[config.mk]
export PLATFORM = sky130hd
export DESIGN_NAME = uart_sic
export DESIGN_NICKNAME = d
export VERILOG_FILES = /design/src/rtl/uart_sic_pkg.sv /design/src/rtl/usic_bus_decode.sv /design/src/rtl/usic_status.sv /design/src/rtl/usic_irq.sv /design/src/rtl/uart_sic.sv
export SDC_FILE = /design/constraint.sdc
export NUM_CORES = 1
export LEC_CHECK = 0
export CAP_MARGIN = 30
export CORE_ASPECT_RATIO = 1.5
export CORE_UTILIZATION = 44
export CTS_BUF_LIST = sky130_fd_sc_hd__clkbuf_8
export CTS_CLUSTER_DIAMETER = 50
export DETAILED_ROUTE_END_ITERATION = 10
export PLACE_DENSITY = 0.84
export SYNTH_ARGS = -nofsm -noshare
export SYNTH_HDL_FRONTEND = slang
export SYNTH_SLANG_ARGS = --single-unit
[constraint.sdc]
create_clock -name clk -period 2.3 [get_ports clk]
set_input_delay 0.46 -clock clk [delete_from_list [all_inputs] [get_ports clk]]
set_output_delay 0.46 -clock clk [all_outputs]
set_load 0.05 [all_outputs]
[src/rtl/uart_sic_pkg.sv]
package uart_sic_pkg;
  localparam int ST_DA   = 0;
  localparam int ST_OE   = 1;
  localparam int ST_PE   = 2;
  localparam int ST_FE   = 3;
  localparam int ST_ES   = 4;
  localparam int ST_PSI  = 5;
  localparam int ST_TSRE = 6;
  localparam int ST_THRE = 7;
  localparam int STW     = 8;

  localparam int CT_IE = 0;
  localparam int CT_TR = 1;

  // {sel, rd}
  typedef enum logic [1:0] {
    ACC_DATA_WR = 2'b00,
    ACC_DATA_RD = 2'b01,
    ACC_CTRL_WR = 2'b10,
    ACC_STAT_RD = 2'b11
  } acc_e;

  typedef struct packed {
    logic ctrl_wr;
    logic stat_rd_lead;
    logic stat_rd_trail;
    logic data_rd_lead;
    logic data_wr_lead;
  } bus_ev_t;

  function automatic logic rise(input logic cur, input logic prev);
    return cur & ~prev;
  endfunction

  function automatic logic irq_want(input logic ie, input logic tr,
                                    input logic da, input logic psi,
                                    input logic thre_p, input logic done_p,
                                    input logic cts_p);
    return ie & (da | psi | done_p | cts_p | (tr & thre_p));
  endfunction
endpackage

[src/rtl/usic_bus_decode.sv]
module usic_bus_decode
  import uart_sic_pkg::*;
(
  input  logic    clk,
  input  logic    clr_n,
  input  logic    cs,
  input  logic    strobe,
  input  logic    sel,
  input  logic    rd,
  output bus_ev_t ev,
  output logic    rd_window
);
  logic strobe_q;
  logic stat_rd_lat;
  logic lead, trail, hit;
  acc_e acc;

  assign acc   = acc_e'({sel, rd});
  assign lead  = rise(strobe, strobe_q);
  assign trail = rise(strobe_q, strobe);
  assign hit   = cs & lead;

  always_ff @(posedge clk) begin
    if (!clr_n) begin
      strobe_q    <= strobe;
      stat_rd_lat <= 1'b0;
    end else begin
      strobe_q <= strobe;
      if (lead) stat_rd_lat <= hit && (acc == ACC_STAT_RD);
    end
  end

  always_comb begin
    ev               = '0;
    ev.ctrl_wr       = hit && (acc == ACC_CTRL_WR);
    ev.stat_rd_lead  = hit && (acc == ACC_STAT_RD);
    ev.data_rd_lead  = hit && (acc == ACC_DATA_RD);
    ev.data_wr_lead  = hit && (acc == ACC_DATA_WR);
    ev.stat_rd_trail = trail & stat_rd_lat;
  end

  assign rd_window = cs & strobe & rd;
endmodule

[src/rtl/usic_status.sv]
module usic_status
  import uart_sic_pkg::*;
(
  input  logic           clk,
  input  logic           clr_n,
  input  logic           rx_load,
  input  logic           rx_pe,
  input  logic           rx_fe,
  input  logic           thre_in,
  input  logic           tsre_in,
  input  logic           cts,
  input  logic           es_n,
  input  logic           psi_n,
  input  logic           da_clr,
  input  logic           psi_clr,
  output logic [STW-1:0] stat,
  output logic           thre_rise,
  output logic           done_rise,
  output logic           cts_evt
);
  logic psi_q, cts_q, psi_fall;

  assign psi_fall  = rise(psi_q, psi_n);
  assign thre_rise = rise(thre_in, stat[ST_THRE]);
  assign done_rise = rise(thre_in & tsre_in, stat[ST_THRE] & stat[ST_TSRE]);
  assign cts_evt   = rise(cts, cts_q) & thre_in & tsre_in;

  always_ff @(posedge clk) begin
    if (!clr_n) begin
      stat  <= '0;
      psi_q <= psi_n;
      cts_q <= cts;
    end else begin
      psi_q          <= psi_n;
      cts_q          <= cts;
      stat[ST_THRE]  <= thre_in;
      stat[ST_TSRE]  <= tsre_in;
      stat[ST_ES]    <= ~es_n;
      if (psi_fall)     stat[ST_PSI] <= 1'b1;
      else if (psi_clr) stat[ST_PSI] <= 1'b0;
      if (rx_load) begin
        stat[ST_DA] <= 1'b1;
        stat[ST_OE] <= stat[ST_DA];
        stat[ST_PE] <= rx_pe;
        stat[ST_FE] <= rx_fe;
      end else if (da_clr) begin
        stat[ST_DA] <= 1'b0;
      end
    end
  end
endmodule

[src/rtl/usic_irq.sv]
module usic_irq
  import uart_sic_pkg::*;
(
  input  logic clk,
  input  logic clr_n,
  input  logic ie,
  input  logic tr,
  input  logic da,
  input  logic psi,
  input  logic thre_rise,
  input  logic done_rise,
  input  logic cts_evt,
  input  logic tx_clr,
  input  logic cts_clr,
  output logic int_n
);
  logic thre_p, done_p, cts_p;

  always_ff @(posedge clk) begin
    if (!clr_n) begin
      thre_p <= 1'b0;
      done_p <= 1'b0;
      cts_p  <= 1'b0;
      int_n  <= 1'b1;
    end else begin
      if (thre_rise)   thre_p <= 1'b1;
      else if (tx_clr) thre_p <= 1'b0;
      if (done_rise)   done_p <= 1'b1;
      else if (tx_clr) done_p <= 1'b0;
      if (cts_evt)      cts_p <= 1'b1;
      else if (cts_clr) cts_p <= 1'b0;
      int_n <= ~irq_want(ie, tr, da, psi, thre_p, done_p, cts_p);
    end
  end
endmodule

[src/rtl/uart_sic.sv]
module uart_sic
  import uart_sic_pkg::*;
#(
  parameter int DW = 8
) (
  input  logic          clk,
  input  logic          clr_n,
  input  logic          cs,
  input  logic          strobe,
  input  logic          sel,
  input  logic          rd,
  input  logic [DW-1:0] wdata,
  output logic [DW-1:0] rdata,
  input  logic [DW-1:0] rx_data,
  input  logic          rx_load,
  input  logic          rx_pe,
  input  logic          rx_fe,
  input  logic          thre_in,
  input  logic          tsre_in,
  input  logic          cts,
  input  logic          es_n,
  input  logic          psi_n,
  output logic [DW-1:0] ctrl_o,
  output logic          tx_load,
  output logic          int_n,
  output logic          da_n,
  output logic          err_o,
  output logic          fe_o,
  output logic          thre_n
);
  bus_ev_t        ev;
  logic           rd_window;
  logic [STW-1:0] stat;
  logic           thre_rise, done_rise, cts_evt;
  logic           tx_clr;

  usic_bus_decode u_dec (
    .clk(clk), .clr_n(clr_n), .cs(cs), .strobe(strobe), .sel(sel), .rd(rd),
    .ev(ev), .rd_window(rd_window)
  );

  usic_status u_stat (
    .clk(clk), .clr_n(clr_n), .rx_load(rx_load), .rx_pe(rx_pe), .rx_fe(rx_fe),
    .thre_in(thre_in), .tsre_in(tsre_in), .cts(cts), .es_n(es_n), .psi_n(psi_n),
    .da_clr(ev.data_rd_lead), .psi_clr(ev.stat_rd_trail), .stat(stat),
    .thre_rise(thre_rise), .done_rise(done_rise), .cts_evt(cts_evt)
  );

  assign tx_clr = ev.stat_rd_lead | ev.data_wr_lead;

  usic_irq u_irq (
    .clk(clk), .clr_n(clr_n), .ie(ctrl_o[CT_IE]), .tr(ctrl_o[CT_TR]),
    .da(stat[ST_DA]), .psi(stat[ST_PSI]), .thre_rise(thre_rise),
    .done_rise(done_rise), .cts_evt(cts_evt), .tx_clr(tx_clr),
    .cts_clr(ev.stat_rd_lead), .int_n(int_n)
  );

  always_ff @(posedge clk) begin
    if (!clr_n)          ctrl_o <= '0;
    else if (ev.ctrl_wr) ctrl_o <= wdata;
  end

  always_comb begin
    rdata = '0;
    if (rd_window) rdata = sel ? DW'(stat) : rx_data;
  end

  assign tx_load = ev.data_wr_lead;
  assign da_n    = ~stat[ST_DA];
  assign err_o   = stat[ST_OE] | stat[ST_PE];
  assign fe_o    = stat[ST_FE];
  assign thre_n  = ~stat[ST_THRE];
endmodule

==> results of run 1 <==
## layer usage
metal / track usage / part of all wire
met5: 0 / 0
met1: 0.209 / 0.37
met3: 0.0293 / 0.051
met2: 0.375 / 0.55
met4: 0.111 / 0.020
## flip-flops by register name, summed over array words and instances (netlist names)
name               cells
u_irq.cts_p            1
u_irq.thre_p           1
ctrl_o                 8
u_irq.done_p           1
u_stat.psi_q           1
u_stat.stat            8
u_dec.strobe_q         1
u_stat.cts_q           1
u_irq.int_n            1
u_dec.stat_rd_lat      1
## kinds of logic after synthesis
family,count (synthesis)
buf+inv,13
xor+xnor,1
simple gates,47
compound gates,11
flops,24
mux,19
## metrics by stage
stage	worst slack, ps	instances	hold slack (ps)	area, um^2	utilization
after detailed placement	166	184	455	1650	0.739
after CTS	160	187	469	1690	0.758
after global placement	199	184	442	1650	0.739
final	162	187	468	1690	0.758
after global routing	17.0	187	479	1690	0.758
after floorplan	387	115	448	1040	-
## layout make-up
class                   count  area, um^2
multi-input cells          78         500
fillers                   156         541
repair buffers             54         623
flip-flops and latches     24         480
inverters                   5        18.8
well taps                  23        28.8
clock buffers               3        41.3
## cells in the final DEF (no fill, tap or decap), types with 3 or more instances in the layout
cell	instances
clkdlybuf4s50_1	42
dfxtp_1	24
nand2_1	23
mux2i_1	19
nor2_1	11
buf_12	9
inv_1	5
nor2b_1	5
o21ai_0	4
clkbuf_8	3
buf_4	3
## worst paths after layout
kind	endpoint	slack, ps	cells past startpoint
min reg2reg	ctrl_o[2]	470	2
min	ctrl_o[2]	470	2
max reg2reg	ctrl_o[6]	1030	3
max	tx_load	160	5
## power by group through the flow
stage / Combinational (uW) / Clock [uW] / Sequential, uW
2_1_floorplan: 81.5 / 0 / 459
3_3_place_gp: 180 / 0 / 453
3_5_place_dp: 184 / 0 / 453
4_1_cts: 185 / 243 / 444
5_1_grt: 195 / 259 / 446
6_report: 183 / 238 / 444
## worst register-to-register path: stages, from the launching register on
cell     delay, ps
dfxtp_1        370
nor3b_1        250
and3_2         380
mux2i_1        210
==> flow_summary.toml, run 1 <==
[run_status]
outcome = "finished clean"

[place]
port_buffers = 51
gp_congestion = 0.771
dp_hpwl_um = 1880

[critical_path]
critPathMaxFanout = 3
critPathTopFamily = "buffers and inverters"
cp-end-kind = "output pin"
critPathBufInv = 2
regToRegStartpoint = "u_dec.strobe_q"
cp-startpoint = "cs"
start_kind = "input pin"
cpMaxStageDelayCell = "clkdlybuf4s50_1"
worstSetupPathType = "input pin to output pin"
arrival_ps = 1680
critPathMaxStageDelay_ps = 540
worstPathRequired_ps = 1840
cp_cell_sequence = "clkdlybuf4s50_1 -> nor3b_1 -> nand2_1 -> nor2_1 -> buf_12"

[clock_tree]
worstSkewPairLatency_ps = 260
cts_resized = 0
clk_pin_slew_ps = 80
h-tree-depth = 1
cts-root-buf = "clkbuf_8"
post_cts_buffers = 0
cts_sinks = 24
cts_tree = "built"
cts_hold_buf = 0
clockBufferDepth = 2
cts_buffers = 3

[finish]
diodes = 0
final_net_count = 196
area_delta_synth_final_pct = 62.4
drive_above_1_share = 0.110

[sta]
finalCriticalPeriod_ps = 2140
grt_setup_unrepaired = "no"
max_freq_ghz = 0.468
fin_skew_ps = 3.20
setup_viol = 0
maxSlewViolCount = 0
slew_headroom = 0.651
worst_pin_slew_ps = 521
finalCritPeriodShare = 0.929
finalHoldViolCount = 0
tns_ps = 0

[power_and_ir_drop]
internal-power_uw = 646
p_clk_frac = 0.275
peakVddDrop_mv = 0.415
p_comb_frac = 0.211
power.total_uw = 864
power.switching_uw = 219
leakage_uw = 0.000675
p_sw_frac = 0.253
power.density_nw_per_um2 = 511
p_seq_frac = 0.513

[global_route]
grtUsageTotal = 0.197
grt_max_degree = 16
gr-total-overflow = 0
grt_pass1_wl_um = 3870
first_global_vias = 902
antenna_found_initial = 0

[synthesis]
synth.area.top_cells = "dfxtp_1 (46%), mux2i_1 (18%), nand2_1 (8.3%)"
synth_seq_cells = 24
synth-compound-area-share = 0.0732
ys.flop_type = "dfxtp_1"
synth-adder-area-share = 0
synth_common_cells = "dfxtp_1 (24), nand2_1 (23), mux2i_1 (19)"
synth_top_family_by_area = "simple AND/OR/NAND/NOR gates"
seq_area_frac_synth = 0.461
synth.avg_cell_area_um2 = 9.06
synth_top_area_share = 0.461
synthCells = 115
async_reset_ff_frac = 0
synth_top_area_cell = "dfxtp_1"
synth_nets = 145
yosys_warnings = 0
synth_xor_xnor_area_share = 0.00840
synth_edf_count = 0
netlist_area_um2 = 1040
muxShareOfSynthArea = 0.182
ys_types = 25
synth-simple-area-share = 0.216
post-synth-top-count-cell = "dfxtp_1"

[floorplan]
start_util = 0.467
die_w_um = 41.7
core_area_um2 = 2230
die_h_um = 61.6
rows = 21
top_level_ports = 52
dieArea_um2 = 2570

[route]
drt_wl_total_um = 2370
drcViolationCount = 0
post_drt_wl_per_cell_um = 12.7
vias = 949
vias_per_cell = 5.07
drtIter0Drc = 6
dr.pass1.iters = 4
ant_nets = 0

[min_path]
hold_path.class = "flip-flop to flip-flop"
hp-start = "ctrl_o[2]"

[flow_run]
max_cap_viol_count = 0
Note: power is estimated with default switching activity, not from simulation.
==> run 2, diff against run 1 <==
--- a/config.mk
+++ b/config.mk
@@ -11,6 +11,7 @@
 export CTS_BUF_LIST = sky130_fd_sc_hd__clkbuf_8
 export CTS_CLUSTER_DIAMETER = 50
 export DETAILED_ROUTE_END_ITERATION = 10
+export GPL_ROUTABILITY_DRIVEN = 0
 export PLACE_DENSITY = 0.84
 export SYNTH_ARGS = -nofsm -noshare
 export SYNTH_HDL_FRONTEND = slang
==> results of run 2 <==
The final DEF is identical to that of run 1; final timing and power are the same.
==> run 3, diff against run 2 <==
--- a/config.mk
+++ b/config.mk
@@ -7,11 +7,13 @@
 export LEC_CHECK = 0
 export CAP_MARGIN = 30
 export CORE_ASPECT_RATIO = 1.5
+export CORE_MARGIN = 5
 export CORE_UTILIZATION = 44
 export CTS_BUF_LIST = sky130_fd_sc_hd__clkbuf_8
 export CTS_CLUSTER_DIAMETER = 50
 export DETAILED_ROUTE_END_ITERATION = 10
-export GPL_ROUTABILITY_DRIVEN = 0
+export GPL_ROUTABILITY_DRIVEN = 1
+export GPL_TIMING_DRIVEN = 0
 export PLACE_DENSITY = 0.84
 export SYNTH_ARGS = -nofsm -noshare
 export SYNTH_HDL_FRONTEND = slang
==> run 3 against run 2 <==
Global-route usage decreased by 4.9 points. Worst hold slack got worse by 11 ps. Fmax decreased by 4.3%. Total power decreased by 1.5%. Die area increased by 35%. Utilization decreased by 6.0 points. Combinational power decreased by 8%. Highest routed layer unchanged. Sequential power about the same. First-iteration DRC count increased by 67%.
==> flow_summary.toml, run 3 (synthesis gave the netlist of run 1 again) <==
[sta]
maxSlewViolCount = 0
finalHoldViolCount = 0
finalCriticalPeriod_ps = 2230
setup_viol = 0
tns_ps = 0
max_freq_ghz = 0.448
slew_headroom = 0.668
worst_pin_slew_ps = 497
fin_skew_ps = 2.45
grt_setup_unrepaired = "yes"
finalCritPeriodShare = 0.971

[global_route]
antenna_found_initial = 0
grtUsageTotal = 0.149
grt_max_degree = 13
gr-total-overflow = 0
first_global_vias = 1039
grt_pass1_wl_um = 4310

[finish]
drive_above_1_share = 0.114
largest_registers = "ctrl_o (8), u_stat.stat (8)"
layout_commonest_cell = "clkdlybuf4s50_1"
instances_no_fill = 190
area_delta_synth_final_pct = 51.3
diodes = 0
final_net_count = 199
final_cell_mix = "clkdlybuf4s50_1 (40), dfxtp_1 (24), nand2_1 (23), mux2i_1 (19), nor2_1 (11)"

[critical_path]
critPathTopFamily = "buffers and inverters"
critPathMaxStageDelay_ps = 550
reg2reg_depth = 4
worstSetupPathType = "input pin to output pin"
start_kind = "input pin"
critPathMaxFanout = 10
cp-end-kind = "output pin"
cpMaxStageDelayCell = "clkdlybuf4s50_1"
regToRegStartpoint = "u_dec.strobe_q"
r2r_slack_ps = 1010
cp_cell_sequence = "clkdlybuf4s50_1 -> buf_6 -> mux2i_1 -> nor2_1 -> clkdlybuf4s15_2"
critPathBufInv = 3
rr_endpoint = "ctrl_o[3]"
worstPathRequired_ps = 1840
arrival_ps = 1770

[clock_tree]
h-tree-depth = 1
cts-root-buf = "clkbuf_8"
cts_hold_buf = 0
post_cts_buffers = 0
cts_tree = "built"
clk_pin_slew_ps = 80
worstSkewPairLatency_ps = 260
cts_buffers = 3
cts_sinks = 24
clockBufferDepth = 2

[min_path]
hp-start = "ctrl_o[2]"
holdPathEnd = "ctrl_o[2]"
hold_path.class = "flip-flop to flip-flop"
hold_depth = 2

[floorplan]
die_h_um = 69.6
start_util = 0.461
top_level_ports = 52
die_w_um = 49.7
dieArea_um2 = 3460
core_area_um2 = 2260
rows = 21

[route]
post_drt_wl_per_cell_um = 13.1
drt_wl_total_um = 2490
drtIter0Drc = 10
vias_per_cell = 5.08
vias = 965
drcViolationCount = 0
dr.pass1.iters = 4
ant_nets = 0

[place]
gp_congestion = 0.787
dp_hpwl_um = 2030
dp.cells = 187
port_buffers = 49

[flow_run]
max_cap_viol_count = 0

[power_and_ir_drop]
power.density_nw_per_um2 = 540
leakage_uw = 0.000651
peakVddDrop_mv = 0.608

[run_status]
outcome = "finished clean"
## run 3: cell count changes in the layout (fill, tap and decap cells not counted)
cell             delta
clkbuf_1            +3
buf_6               +1
buf_1               +1
buf_12              -9
clkdlybuf4s15_2     +2
buf_2               +7
clkdlybuf4s50_1     -2
## run 3: worst max path at each step
stage               start       end  slack (ps)  cells past startpoint
floorplan             sel  rdata[3]         390                      3
global placement      sel  rdata[6]        -450                      5
detailed placement    sel  rdata[4]        -500                      5
CTS                   sel  rdata[3]           4                      5
global route          sel  rdata[7]         -10                      5
finish                sel  rdata[5]          70                      5
## run 3: final cells by class
type	instances	area [um^2]
Tap cell	23	28.8
Buffer	8	48.8
Inverter	5	18.8
Fill cell	178	683
Sequential cell	24	480
Timing Repair Buffer	49	458
Multi-Input combinational cell	78	500
Clock buffer	3	41.3
## run 3: power by group
part | total [uW] | internal [uW] | switching, uW
clock | 240 | 117 | 123
combinational | 168 | 83.1 | 84.5
sequential | 444 | 432 | 11.4
## run 3: metrics by stage
step / hold WS, ps / utilization / worst slack, ps / total power [uW] / area [um^2]
2_1_floorplan: 448 / - / 387 / 540 / 1040
3_3_place_gp: 443 / 0.691 / -453 / 620 / 1560
3_5_place_dp: 453 / 0.691 / -502 / 624 / 1560
4_1_cts: 464 / 0.713 / 3.83 / 861 / 1610
5_1_grt: 498 / 0.698 / -13.4 / 885 / 1580
6_report: 457 / 0.698 / 66.2 / 851 / 1580
## run 3: worst register-to-register path, stage by stage, from the launching register on
cell     delay [ps]
dfxtp_1         360
nor3b_1         250
and3_2          210
buf_4           180
mux2i_1         210
## run 3: per-layer routing
layer / global-route usage / share of wire / vias to the layer above
met5: 0 / 0 / -
met4: 0.0641 / 0.014 / 0
met3: 0.0559 / 0.10 / 4
met2: 0.271 / 0.51 / 42
met1: 0.142 / 0.37 / 434
li1: - / - / 485
## run 3: repair_timing
item,4_1_cts,5_1_grt
setup endpoints to repair,9,8
hold endpoints to repair,0,0
gates resized for setup,30,13
gates cloned,0,0
